==> config.mk <==
export PLATFORM = sky130hd
export DESIGN_NAME = dcfrt_seq
export DESIGN_NICKNAME = d
export VERILOG_FILES = /design/src/rtl/dcfrt_pkg.sv /design/src/rtl/dcfrt_cond.sv /design/src/rtl/dcfrt_window.sv /design/src/rtl/dcfrt_fsm.sv /design/src/rtl/dcfrt_seq.sv
export SDC_FILE = /design/constraint.sdc
export NUM_CORES = 1
export LEC_CHECK = 0
export ABC_CLOCK_PERIOD_IN_PS = 3800
export BUFFER_PORTS_ARGS = -buffer_cell sky130_fd_sc_hd__buf_4
export CORE_UTILIZATION = 51
export DETAILED_ROUTE_END_ITERATION = 8
export PLACE_DENSITY_LB_ADDON = 0.2
export SLEW_MARGIN = 20
export SYNTH_ARGS = -nofsm -noshare
export SYNTH_HDL_FRONTEND = slang
export SYNTH_HIERARCHICAL = 1
export SYNTH_SLANG_ARGS = --single-unit
==> constraint.sdc <==
create_clock -name clk -period 3.8 [get_ports clk]
set_input_delay 0.57 -clock clk [delete_from_list [all_inputs] [get_ports clk]]
set_output_delay 0.57 -clock clk [all_outputs]
set_load 0.005 [all_outputs]
==> src/rtl/dcfrt_pkg.sv <==
package dcfrt_pkg;

    typedef enum logic [2:0] {
        ST_NORMAL  = 3'd0,
        ST_BLOCKED = 3'd1,
        ST_ARMING  = 3'd2,
        ST_FAULT   = 3'd3,
        ST_ISOLATE = 3'd4
    } frt_state_t;

    typedef struct packed {
        logic over_cur;
        logic bus_low;
        logic bus_ok;
    } frt_cond_t;

    typedef struct packed {
        logic gate_en;
        logic fault_mode;
        logic duty_ctrl_cur;
    } frt_ctrl_t;

    function automatic frt_ctrl_t ctrl_of(frt_state_t s);
        frt_ctrl_t c;
        c.gate_en       = (s == ST_NORMAL) || (s == ST_FAULT);
        c.fault_mode    = (s == ST_FAULT);
        c.duty_ctrl_cur = (s == ST_FAULT);
        return c;
    endfunction

endpackage

==> src/rtl/dcfrt_cond.sv <==
module dcfrt_cond
    import dcfrt_pkg::*;
#(
    parameter int CUR_W  = 12,
    parameter int VOLT_W = 12
) (
    input  logic [CUR_W-1:0]  dc_current,
    input  logic [VOLT_W-1:0] bus_volt,
    input  logic [CUR_W-1:0]  oc_limit,
    input  logic [VOLT_W-1:0] safe_limit,
    input  logic [VOLT_W-1:0] arm_ref,
    output frt_cond_t         cond
);
    always_comb begin
        cond.over_cur = dc_current > oc_limit;
        cond.bus_low  = bus_volt < safe_limit;
        cond.bus_ok   = bus_volt >= arm_ref;
    end
endmodule

==> src/rtl/dcfrt_window.sv <==
module dcfrt_window #(
    parameter int CNT_W = 16
) (
    input  logic             clk,
    input  logic             rst,
    input  logic             clr,
    input  logic             inc,
    input  logic [CNT_W-1:0] length,
    output logic             last
);
    localparam logic [CNT_W-1:0] ONE = CNT_W'(1);

    logic [CNT_W-1:0] cnt;
    logic [CNT_W-1:0] eff_len;

    always_comb begin
        eff_len = (length == '0) ? ONE : length;
        last    = (cnt + ONE) >= eff_len;
    end

    always_ff @(posedge clk) begin
        if (rst || clr) begin
            cnt <= '0;
        end else if (inc && !last) begin
            cnt <= cnt + ONE;
        end
    end
endmodule

==> src/rtl/dcfrt_fsm.sv <==
module dcfrt_fsm
    import dcfrt_pkg::*;
(
    input  logic       clk,
    input  logic       rst,
    input  logic       tick,
    input  frt_cond_t  cond,
    input  logic       win_last,
    output frt_state_t state,
    output logic       win_clr,
    output logic       win_inc
);
    frt_state_t nxt;

    always_comb begin
        nxt = state;
        if (tick) begin
            unique case (state)
                ST_NORMAL:  if (cond.over_cur) nxt = ST_BLOCKED;
                ST_BLOCKED: if (cond.bus_low)  nxt = ST_ARMING;
                ST_ARMING:  nxt = ST_FAULT;
                ST_FAULT:   if (win_last)      nxt = ST_ISOLATE;
                ST_ISOLATE: begin
                    if (cond.over_cur)    nxt = ST_BLOCKED;
                    else if (cond.bus_ok) nxt = ST_NORMAL;
                end
                default:    nxt = ST_BLOCKED;
            endcase
        end
    end

    always_comb begin
        win_clr = (state != ST_FAULT);
        win_inc = (state == ST_FAULT) && tick;
    end

    always_ff @(posedge clk) begin
        if (rst) state <= ST_NORMAL;
        else     state <= nxt;
    end
endmodule

==> src/rtl/dcfrt_seq.sv <==
module dcfrt_seq
    import dcfrt_pkg::*;
#(
    parameter int CUR_W  = 12,
    parameter int VOLT_W = 12,
    parameter int CNT_W  = 16
) (
    input  logic              clk,
    input  logic              rst,
    input  logic              period_tick,
    input  logic [CUR_W-1:0]  dc_current,
    input  logic [VOLT_W-1:0] bus_volt,
    input  logic [CUR_W-1:0]  oc_limit,
    input  logic [VOLT_W-1:0] safe_limit,
    input  logic [CNT_W-1:0]  fault_periods,
    input  logic [VOLT_W-1:0] arm_ref,
    output logic              gate_en,
    output logic              fault_mode,
    output logic              duty_ctrl_cur,
    output logic [2:0]        state_code
);
    frt_cond_t  cond;
    frt_state_t state;
    frt_ctrl_t  ctrl;
    logic       win_clr;
    logic       win_inc;
    logic       win_last;

    dcfrt_cond #(.CUR_W(CUR_W), .VOLT_W(VOLT_W)) u_cond (
        .dc_current (dc_current),
        .bus_volt   (bus_volt),
        .oc_limit   (oc_limit),
        .safe_limit (safe_limit),
        .arm_ref    (arm_ref),
        .cond       (cond)
    );

    dcfrt_window #(.CNT_W(CNT_W)) u_win (
        .clk    (clk),
        .rst    (rst),
        .clr    (win_clr),
        .inc    (win_inc),
        .length (fault_periods),
        .last   (win_last)
    );

    dcfrt_fsm u_fsm (
        .clk      (clk),
        .rst      (rst),
        .tick     (period_tick),
        .cond     (cond),
        .win_last (win_last),
        .state    (state),
        .win_clr  (win_clr),
        .win_inc  (win_inc)
    );

    always_comb begin
        ctrl          = ctrl_of(state);
        gate_en       = ctrl.gate_en;
        fault_mode    = ctrl.fault_mode;
        duty_ctrl_cur = ctrl.duty_ctrl_cur;
        state_code    = state;
    end
endmodule

# Yosys cells after proc, flatten, opt, wreduce, memory -nomap -nowiden

Cells that the tools add are included.

Add/sub/neg operators: 1
Magnitude comparators: 4
Equality and inequality tests: 9
Mux-type cells: 7
Reduce and logical (&&, ||, !) cells: 8

Operators with widths:

| cell                  | number |
|---|---|
| $add 16x1->16 const B | 1 |
| $ge 16x16->1          | 1 |
| $logic_not 16->1      | 1 |
| $mux 16               | 1 |
| $mux 3                | 5 |
| $pmux 3 s5            | 1 |
| $ge 12x12->1          | 1 |
| $gt 12x12->1          | 1 |
| $lt 12x12->1          | 1 |
| $eq 3x2->1 const B    | 2 |
| $reduce_and 5->1      | 1 |
| $ne 2x2->1 const B    | 2 |
| $eq 3x1->1 const B    | 1 |
| $eq 3x3->1 const B    | 1 |
| $logic_not 3->1       | 1 |
| $ne 3x2->1 const B    | 1 |
| $ne 3x3->1 const B    | 1 |
| $logic_and 1x1->1     | 2 |
| $logic_or 1x1->1      | 2 |
| $ne 2x1->1 const B    | 1 |
| $logic_not 1->1       | 1 |

Flip-flop bits (word level): 19
Input port bits: 79
Output and inout bits: 6
Word-level logic and storage cells: 31

# Logic depth before layout (Yosys ltp)

Gate-level depths: netlist (run 1).

Word-level depth: 5
Depth in mapped cells: 14
Gate-level depth less buffers: 14

# Hierarchy

The synthesis (run 1) kept the hierarchy.

By module, submodules not included:

| module       | times used | cells an instance | area each (um2) | seq. area each (um2) |
|---|---|---|---|---|
| dcfrt_window | 1          | 172               | 1348.8          | 320.3 |
| dcfrt_cond   | 1          | 116               | 864.6           | 0.0 |
| dcfrt_fsm    | 1          | 20                | 182.7           | 60.1 |
| dcfrt_seq    | 1          | 5                 | 30.0            | 0.0 |

# Least setup slack after synthesis (run 1)

No wires, ideal clock.

Path kind: reg2reg
From: register u_win.cnt[0]
To: register u_win.cnt[5]
Setup time: 70 ps
Data arrival time: 2942 ps
Required time: 3730 ps
Path slack: 788 ps
Stages on the path, launching flop included: 15
Path buffers: 1
Clock period less this slack: 3012 ps
Cell sequence: dfxtp_1 -> ha_1 -> nand3_4 -> nor3_2 -> and3_1 -> nand3_1 -> xnor2_1 -> ha_1 -> a21oi_1 -> nand2_1 -> a211oi_1 -> o211ai_1 -> clkbuf_1 -> or3_1 -> a21oi_1

Longest elaborated chain between the ends: 4

Ends and longest elaborated chain:

| element                | RTL line                               | source |
|---|---|---|
| start, declared        | dcfrt_window.sv:13                     | `logic [CNT_W-1:0] cnt;` |
| start signal, assigned | dcfrt_window.sv:25                     | `cnt <= cnt + ONE;` |
| $add 16x1->16 *        | dcfrt_window.sv:18, dcfrt_window.sv:25 |  |
| $ge 16x16->1           | dcfrt_window.sv:18                     | `last = (cnt + ONE) >= eff_len;` |
| $logic_not 1->1        | dcfrt_window.sv:24                     | `end else if (inc && !last) begin` |
| $logic_and 1x1->1      | dcfrt_window.sv:24                     |  |

Mark *: on every way between the ends. The rest lies on a longest branch, timed or not.
A chain may end at the register's enable or synchronous reset.

# Worst setup path after layout (run 1)

From: register u_win.cnt[0]
To: register u_win.cnt[3]

The elaborated chain is that of the path after synthesis.

==> results of run 1 <==
-- layout by cell type (no fill, tap or decap), types with 2 or more instances in the layout --
cell      netlist  final
buf_4           1     85
ha_1           52     52
inv_1          51     51
a21oi_1        29     29
nand2_1        19     19
dfxtp_1        19     19
o21ai_0        18     18
or3_1          15     15
nor2_1         11     11
xnor2_1        11     11
nand3_1        10     10
nand4_1         8      8
a21o_1          7      7
a211oi_1        6      6
xor2_1          4      4
clkbuf_8        0      3
or2_2           3      3
nor4_1          3      3
o211ai_1        3      3
a211o_1         2      2
nor3_1          2      2
o21a_1          2      2
nor3_2          2      2
and4_1          2      2
-- sequential cells by signal, summed over array words and instances (netlist names) --
name	cells
u_win/cnt	16
u_fsm/state	3
-- kinds of logic (layout without fill, tap and decap cells) --
kind of cell | Yosys count | in the layout | synth area share [%]
buf+inv | 60 | 141 | 10.06
xor+xnor | 15 | 15 | 5.415
fa+ha+maj | 52 | 52 | 26.82
compound gates | 77 | 77 | 19.80
simple gates | 89 | 89 | 21.61
mux | 1 | 1 | 0.6187
flops | 19 | 19 | 15.68
-- cell type report --
| cell class | instances | area, um^2 | area share (%) |
|---|---|---|---|
| multi-input combinational | 234 | 1802 | 57.62 |
| timing repair buffer | 85 | 638.1 | 20.41 |
| inverter | 52 | 195.2 | 6.242 |
| clock inverter | 1 | 5.005 | 0.1601 |
| clock buffer | 3 | 41.29 | 1.321 |
| sequential | 19 | 380.4 | 12.16 |
| tap | 52 | 65.06 | 2.081 |
-- power groups by stage --
stage / clock, uW / sequential, uW / combinational [uW]
floorplan: 0 / 209 / 99.8
CTS: 145 / 206 / 193
finish: 141 / 206 / 191
global route: 152 / 207 / 217
global placement: 0 / 211 / 186
detailed placement: 0 / 211 / 192
-- layer usage --
metal	vias up	track usage (%)	part of all wire (%)
li1	1274	-	-
met1	1124	28.56	44
met2	65	43.70	51
met3	4	3.704	4.8
met4	0	3.333	0.67
met5	-	0	0
-- how the worst max path moves through the flow --
stage                              startpoint                          to  slack [ps]  depth (start not counted)
floorplan           u_win/cnt[0]$_SDFFE_PP0P_   u_win/cnt[5]$_SDFFE_PP0P_         790                         14
global placement    u_win/cnt[0]$_SDFFE_PP0P_  u_win/cnt[14]$_SDFFE_PP0P_         660                         14
detailed placement  u_win/cnt[0]$_SDFFE_PP0P_   u_win/cnt[4]$_SDFFE_PP0P_         510                         14
CTS                 u_win/cnt[0]$_SDFFE_PP0P_   u_win/cnt[3]$_SDFFE_PP0P_         490                         14
global route        u_win/cnt[0]$_SDFFE_PP0P_  u_win/cnt[13]$_SDFFE_PP0P_         200                         14
finish              u_win/cnt[0]$_SDFFE_PP0P_   u_win/cnt[3]$_SDFFE_PP0P_         460                         14
-- metrics by stage --
step	setup WS [ps]	power [uW]	cell area, um^2	hold WS [ps]
final	455.7	538.2	3127	501.0
after global routing	199.4	575.1	3127	494.6
after CTS	486.6	543.9	3127	495.4
after detailed placement	505.8	402.7	3080	497.3
after global placement	660.3	396.9	3080	491.0
after floorplan	787.9	308.6	2426	470.5
-- critical path: stages, from the launching register on --
cell      delay (ps)
dfxtp_1          420
ha_1             280
nand3_4          130
nor3_2           270
and3_1           190
nand3_1          130
xnor2_1          160
ha_1             330
a21oi_1          150
nand2_1           70
a211oi_1         270
o211ai_1         170
buf_4            240
or3_1            320
a21oi_1          150
==> impl_metrics.env, run 1 <==
export IMPL_vdd_drop_max_v=0.00009976
export IMPL_p_sw_uw=151.7
export IMPL_clock_latency_ps=260
export IMPL_path_max_fanout=29
export IMPL_synth_warning_count=6
export IMPL_die_h_um=70.97
export IMPL_drt_first_pass_iters=6
export IMPL_vias_per_cell=5.531
export IMPL_synth_cells=313
export IMPL_core_area_um2=4474
export IMPL_cts_resized_gates=0
export IMPL_cts_setup_buffers=0
export IMPL_synth_edff_count=0
export IMPL_final_core_util_pct=69.88
export IMPL_clkSinkCount=19
export IMPL_power_leakage_uw=0.001610
export IMPL_async_flop_share_pct=0
export IMPL_min_from="rst"
export IMPL_required_ps=3990
export IMPL_clockPowerShare_pct=26.3
export IMPL_routedWlPerCell_um=12.35
export IMPL_r2r_cells=14
export IMPL_critPathArrivalTime_ps=3530
export IMPL_crit_path_start_kind="register"
export IMPL_numPlacedInstances=442
export IMPL_p_sw_share_pct=28.18
export IMPL_ys_types=51
export IMPL_place_congestion=0.8095
export IMPL_reg2reg_to="u_win/cnt[3]$_SDFFE_PP0P_"
export IMPL_syn_to_final_growth_pct=28.88
export IMPL_clockRootBuffer="clkbuf_8"
export IMPL_status="finished with violations"
export IMPL_p_seq_share_pct=38.3
export IMPL_netlist_top_cells_count="ha_1 (52), inv_1 (51), a21oi_1 (29), dfxtp_1 (19), nand2_1 (19)"
export IMPL_setup_viol=0
export IMPL_synth_largest_area_cell="ha_1"
export IMPL_drtAntennaViolNets=0
export IMPL_r2r_start="u_win/cnt[0]$_SDFFE_PP0P_"
export IMPL_min_to="u_fsm/state[1]$_SDFFE_PP0P_"
export IMPL_clk_pin_slew_ps=80
export IMPL_grt_pass1_wl_mm=9.687
export IMPL_postCtsHoldBufs=0
export IMPL_initial_utilization_pct=54.22
export IMPL_dieArea_um2=5037
export IMPL_cts_tree="built"
export IMPL_h_tree_depth=1
export IMPL_grt_max_degree=30
export IMPL_yosysSeqAreaShare_pct=15.68
export IMPL_rrSetupSlack_ps=460
export IMPL_vias=2467
export IMPL_netlist_area_um2=2426
export IMPL_drc=5
export IMPL_skew_ps=6.315
export IMPL_first_global_vias=2347
export IMPL_min_path_type="input pin to register"
export IMPL_syn_num_nets=444
export IMPL_clk_path_buf_depth=2
export IMPL_rsz0062_at_grt="false"
export IMPL_num_fill_cells=394
export IMPL_grt_antenna_before_repair=0
export IMPL_die_w_um=70.97
export IMPL_fp_row_count=24
export IMPL_fmax_mhz=299.0
export IMPL_powerDensity_nw_per_um2=172.1
export IMPL_layout_cells_non_filler=446
export IMPL_p_comb_share_pct=35.4
export IMPL_worst_setup_path_end_kind="register"
export IMPL_drive_gt1_share_pct=26.65
export IMPL_yosysTopAreaCellShare_pct=26.82
export IMPL_synth_flop_cell="dfxtp_1"
export IMPL_overflow=0
export IMPL_ys_ff_latch=19
export IMPL_syn_avg_cell_area_um2=7.751
export IMPL_relSlewSlack_pct=68.67
export IMPL_dp_hpwl_mm=4.776
export IMPL_grt_total_usage_pct=23.33
export IMPL_first_iter_violations=126
export IMPL_synth_most_common_cell="ha_1"
export IMPL_finalSetupTns_ps=0
export IMPL_drv_slew=0
export IMPL_period_needed_ps=3344
export IMPL_cts_made_buffers=3
export IMPL_fin_nets=526
export IMPL_p_int_uw=386.5
export IMPL_period_share_pct=88.01
export IMPL_synthTopCellsByArea="ha_1 (27%), dfxtp_1 (16%), inv_1 (7.9%), a21oi_1 (6.0%), xnor2_1 (4.0%)"
export IMPL_wl_mm=5.508
export IMPL_hold_viol_final=0
export IMPL_holdPathStages=2
export IMPL_tightest_slew_ps=465.6
export IMPL_diodes=0
export IMPL_maxCapViolCount=0
export IMPL_violations="design-rule violations"
export IMPL_io_pins=85
export IMPL_criticalPathCategory="register to register"
export IMPL_io_buffer_count=84
Note: power is estimated with default switching activity, not from simulation.
==> run 2, diff against run 1 <==
Settings changed: RECOVER_POWER set to 25.
==> run 2 against run 1 <==
Net effect:
- the run still ends with design-rule violations left
- cell count unchanged
- non-clock buffer count unchanged
- power shrank 0.23%
- clock skew hardly changed
- utilization shrank 0.084 points
- register-to-register slack is essentially flat
- hold slack about the same
- via count decreased by 0.16%
- combinational power is essentially flat
- global-route usage stayed put
- setup slack better by 0.69 ps
- clock power hardly changed
- critical endpoint unchanged
- largest cell class unchanged
- highest routed layer unchanged
==> impl_metrics.env, run 2 (synthesis gave the netlist of run 1 again) <==
export IMPL_setup_viol=0
export IMPL_largest_reg_flops=16
export IMPL_skew_ps=6.319
export IMPL_finalSetupTns_ps=0
export IMPL_vias=2463
export IMPL_place_congestion=0.8095
export IMPL_vias_per_cell=5.522
export IMPL_hold_viol_final=0
export IMPL_overflow=0
export IMPL_core_area_um2=4474
export IMPL_die_w_um=70.97
export IMPL_drive_gt1_share_pct=26.40
export IMPL_grt_total_usage_pct=23.33
export IMPL_criticalPathCategory="register to register"
export IMPL_cts_setup_buffers=0
export IMPL_vdd_drop_max_v=0.00009976
export IMPL_rsz0062_at_grt="false"
export IMPL_clk_pin_slew_ps=80
export IMPL_cts_made_buffers=3
export IMPL_worst_setup_path_end_kind="register"
export IMPL_path_max_fanout=29
export IMPL_violations="design-rule violations"
export IMPL_placed_area_um2=3080
export IMPL_num_fill_cells=393
export IMPL_die_h_um=70.97
export IMPL_grt_antenna_before_repair=0
export IMPL_ff_latch_area_um2=380.4
export IMPL_fin_area_um2=3123
export IMPL_first_global_vias=2347
export IMPL_final_cell_mix="buf_4 (80), ha_1 (52), inv_1 (51)"
export IMPL_drtAntennaViolNets=0
export IMPL_place_ws_ps=505.8
export IMPL_largest_registers="u_win/cnt: 16 flops, u_fsm/state: 3 flops"
export IMPL_cts_tree="built"
export IMPL_multiInputGateArea_um2=1802
export IMPL_relSlewSlack_pct=68.68
export IMPL_clockRootBuffer="clkbuf_8"
export IMPL_h_tree_depth=1
export IMPL_initial_utilization_pct=54.22
export IMPL_drt_first_pass_iters=6
export IMPL_first_iter_violations=124
export IMPL_maxCapViolCount=0
export IMPL_fin_nets=526
export IMPL_syn_to_final_growth_pct=28.73
export IMPL_clock_latency_ps=260
export IMPL_power_leakage_uw=0.001602
export IMPL_fp_row_count=24
export IMPL_clk_path_buf_depth=2
export IMPL_routedWlPerCell_um=12.34
export IMPL_crit_path_start_kind="register"
export IMPL_grt_max_degree=30
export IMPL_power_uw=536.9
export IMPL_tightest_slew_ps=465.5
export IMPL_powerDensity_nw_per_um2=171.9
export IMPL_io_buffer_count=84
export IMPL_drc=5
export IMPL_dp_hpwl_mm=4.776
export IMPL_drv_slew=0
export IMPL_wl_mm=5.502
export IMPL_grt_pass1_wl_mm=9.687
export IMPL_io_pins=85
export IMPL_top_register="u_win/cnt"
export IMPL_layout_commonest_cell="buf_4"
export IMPL_cts_resized_gates=0
export IMPL_layout_setup_ws_ps=456.4
export IMPL_required_ps=3990
export IMPL_diodes=0
export IMPL_final_core_util_pct=69.80
export IMPL_status="finished with violations"
export IMPL_clkSinkCount=19
export IMPL_critPathArrivalTime_ps=3530
export IMPL_postCtsHoldBufs=0
export IMPL_dieArea_um2=5037
export IMPL_fmax_mhz=299.1
export IMPL_min_path_type="input pin to register"
export IMPL_period_share_pct=87.99
export IMPL_period_needed_ps=3344
[run 2: cell count changes in the layout (fill, tap and decap cells not counted)]
cell / previous run / this run
buf_4: 85 / 80
clkbuf_4: 0 / 4
clkbuf_1: 0 / 1
or2_0: 0 / 1
or2_1: 1 / 0
[run 2: worst paths after layout]
path	slack [ps]	endpoint	cells past startpoint	from
max	460	u_win/cnt[3]$_SDFFE_PP0P_	14	u_win/cnt[0]$_SDFFE_PP0P_
min	500	u_fsm/state[1]$_SDFFE_PP0P_	2	rst
max reg2reg	460	u_win/cnt[3]$_SDFFE_PP0P_	14	u_win/cnt[0]$_SDFFE_PP0P_
min reg2reg	510	u_win/cnt[15]$_SDFFE_PP0P_	2	u_win/cnt[15]$_SDFFE_PP0P_
[run 2: per-stage QoR]
step	cells	hold WS (ps)
2_1_floorplan	313	470.5
3_5_place_dp	442	497.3
4_1_cts	446	495.4
5_1_grt	446	494.6
3_3_place_gp	442	491.0
6_report	446	501.0
[run 2: cell type report]
class	instances	area share (%)
clock buffers	3	1.322
repair buffers	85	20.31
multi-input cells	234	57.69
well taps	52	2.083
clock inverters	1	0.1603
flip-flops and latches	19	12.18
inverters	52	6.250
[run 2: report_power, final]
| group | internal (uW) | switching (uW) |
|---|---|---|
| clock network | 72.9 | 68.4 |
| logic | 111 | 78.3 |
| registers | 201 | 4.85 |
| total | 385 | 152 |
[run 2: critical path: stages, from the launching register on]
cell	delay [ps]
dfxtp_1	420
ha_1	280
nand3_4	130
nor3_2	270
and3_1	190
nand3_1	130
xnor2_1	160
ha_1	330
a21oi_1	150
nand2_1	70
a211oi_1	270
o211ai_1	170
buf_4	240
or3_1	320
a21oi_1	150
[run 2: per-layer routing]
| layer | GRT usage [%] | vias up | part of all wire [%] | wire (um) |
|---|---|---|---|---|
| met5 | 0 | - | 0 | 0 |
| li1 | - | 1274 | - | - |
| met3 | 3.704 | 4 | 4.8 | 266 |
| met2 | 43.70 | 64 | 51 | 2805 |
| met4 | 3.333 | 0 | 0.67 | 37 |
| met1 | 28.56 | 1121 | 43 | 2393 |
==> run 3, diff against run 2 <==
Settings changed: ABC_CLOCK_PERIOD_IN_PS 3800 to 3700, GPL_ROUTABILITY_DRIVEN set to 0.
Clock period 3.8 ns to 3.7 ns, I/O delays scaled along.
==> run 3 against run 2 <==
Net effect:
- the run still ends with design-rule violations left
- sequential share of layout area barely moved
- clock power grew 6%
- routed wire length increased by 0.27%
- critical path depth unchanged
- final area shrank 0.16%
- first-iteration DRC count increased by 16%
- setup slack lost 110 ps
- hold slack lost 11 ps
- combinational power grew 3%
- flip-flop and latch count did not move
- utilization is 0.11 points lower
- power increased by 3.5%
- largest cell class unchanged
==> impl_metrics.env, run 3 (synthesis gave the netlist of run 1 again) <==
export IMPL_status="finished with violations"
export IMPL_violations="design-rule violations"
export IMPL_overflow=0
export IMPL_diodes=0
export IMPL_wl_mm=5.517
export IMPL_r2r_start="u_win/cnt[0]$_SDFFE_PP0P_"
export IMPL_grt_max_degree=30
export IMPL_cts_tree="built"
export IMPL_cts_resized_gates=0
export IMPL_num_fill_cells=388
export IMPL_fin_nets=526
export IMPL_cts_made_buffers=3
export IMPL_die_h_um=70.97
export IMPL_critPathArrivalTime_ps=3540
export IMPL_clock_latency_ps=260
export IMPL_numPlacedInstances=442
export IMPL_power_leakage_uw=0.001600
export IMPL_grt_total_usage_pct=23.13
export IMPL_crit_chain="ha_1 > nand3_4 > nor3_2 > and3_1 > nand3_1 > xnor2_1 > ha_1 > a21oi_1 > nand2_1 > a211oi_1 > o211ai_1 > buf_4 > or3_1 > a21oi_1"
export IMPL_required_ps=3890
export IMPL_path_max_fanout=29
export IMPL_largest_registers="u_win/cnt: 16 flops, u_fsm/state: 3 flops"
export IMPL_setup_worst_path_start="u_win/cnt[0]$_SDFFE_PP0P_"
export IMPL_drive_gt1_share_pct=25.89
export IMPL_largest_reg_flops=16
export IMPL_max_stage_delay_ps=420
export IMPL_ff_latch_area_um2=380.4
export IMPL_grt_pass1_wl_mm=9.570
export IMPL_power_uw=555.8
export IMPL_min_path_type="input pin to register"
export IMPL_tightest_slew_ps=435.0
export IMPL_finalSetupTns_ps=0
export IMPL_core_area_um2=4474
export IMPL_cp_depth=14
export IMPL_cts_setup_buffers=0
export IMPL_powerDensity_nw_per_um2=178.3
export IMPL_hold_viol_final=0
export IMPL_h_tree_depth=1
export IMPL_r2r_cells=14
export IMPL_clockRootBuffer="clkbuf_8"
export IMPL_multiInputGateArea_um2=1798
export IMPL_fp_row_count=24
export IMPL_layout_commonest_cell="buf_4"
export IMPL_worst_setup_path_end_kind="register"
export IMPL_relSlewSlack_pct=70.73
export IMPL_period_share_pct=90.64
export IMPL_io_buffer_count=84
export IMPL_final_cell_mix="buf_4 (80), ha_1 (52), inv_1 (51)"
export IMPL_setup_viol=0
export IMPL_io_pins=85
export IMPL_rsz0062_at_grt="false"
export IMPL_fmax_mhz=298.2
export IMPL_first_global_vias=2292
export IMPL_die_w_um=70.97
export IMPL_critPathTopFamily="simple AND/OR/NAND/NOR gates"
export IMPL_skew_ps=2.059
export IMPL_syn_to_final_growth_pct=28.52
export IMPL_clkSinkCount=19
export IMPL_dp_hpwl_mm=4.743
export IMPL_reg2reg_to="u_win/cnt[4]$_SDFFE_PP0P_"
export IMPL_crit_path_start_kind="register"
export IMPL_grt_busiest_layer="met2"
export IMPL_clk_pin_slew_ps=70
export IMPL_met3_usage_pct=3.561
export IMPL_rrSetupSlack_ps=350
export IMPL_holdPathStages=2
export IMPL_first_iter_violations=144
export IMPL_dieArea_um2=5037
export IMPL_clk_path_buf_depth=2
export IMPL_drt_first_pass_iters=6
export IMPL_layout_cells_non_filler=446
export IMPL_postCtsHoldBufs=0
export IMPL_maxCapViolCount=0
export IMPL_drv_slew=0
export IMPL_drc=5
export IMPL_critPathSlowestCell="dfxtp_1"
export IMPL_routedWlPerCell_um=12.37
export IMPL_criticalPathCategory="register to register"
export IMPL_vias_per_cell=5.513
export IMPL_vias=2459
export IMPL_top_register="u_win/cnt"
export IMPL_met1_usage_pct=27.98
export IMPL_grt_antenna_before_repair=0
export IMPL_vdd_drop_max_v=0.0001377
export IMPL_drtAntennaViolNets=0
export IMPL_cp_endpoint="u_win/cnt[4]$_SDFFE_PP0P_"
export IMPL_initial_utilization_pct=54.22
export IMPL_met2_usage_pct=43.59
export IMPL_period_needed_ps=3354
export IMPL_path_buf_inv=1
[run 3: worst reg2reg max path, stage by stage (launching register included)]
cell and delay, ps:
dfxtp_1 420, ha_1 280, nand3_4 130, nor3_2 270
and3_1 190, nand3_1 120, xnor2_1 160, ha_1 330
a21oi_1 160, nand2_1 70, a211oi_1 280, o211ai_1 170
buf_4 240, or3_1 320, a21oi_1 170
[run 3: through the flow]
step	worst slack [ps]	cell area, um^2	hold slack [ps]	util, %
after floorplan	687.9	2426	470.5	-
after global placement	565.3	3080	490.2	68.85
after detailed placement	364.4	3080	495.2	68.85
after CTS	349.6	3126	482.1	69.85
after global routing	53.36	3118	487.8	69.69
final	346.2	3118	489.6	69.69
[run 3: how the worst min path moves through the flow]
stage	end	startpoint
after floorplan	u_win/cnt[15]$_SDFFE_PP0P_	u_win/cnt[15]$_SDFFE_PP0P_
after global placement	u_win/cnt[15]$_SDFFE_PP0P_	u_win/cnt[15]$_SDFFE_PP0P_
after detailed placement	u_win/cnt[15]$_SDFFE_PP0P_	u_win/cnt[15]$_SDFFE_PP0P_
after CTS	u_fsm/state[0]$_SDFFE_PP0P_	rst
after global routing	u_fsm/state[1]$_SDFFE_PP0P_	rst
final	u_fsm/state[0]$_SDFFE_PP0P_	rst
[run 3: area by class of cell]
cell class / instances / area share, %
Multi-Input combinational cell: 234 / 57.66
Timing Repair Buffer: 85 / 20.35
Sequential cell: 19 / 12.20
Inverter: 52 / 6.260
Tap cell: 52 / 2.087
Clock buffer: 4 / 1.445
[run 3: power by group]
group          switching, uW  internal, uW  total (uW)
sequential              5.23           207         212
combinational           80.3           114         194
clock                   73.1          76.7         150
total                    159           397         556
[run 3: metal layers]
layer	part of all wire (%)	wire [um]	vias up
met5	0	0	-
met4	0.87	48	0
met3	5.2	288	6
met2	50	2749	70
met1	44	2430	1111
li1	-	-	1272
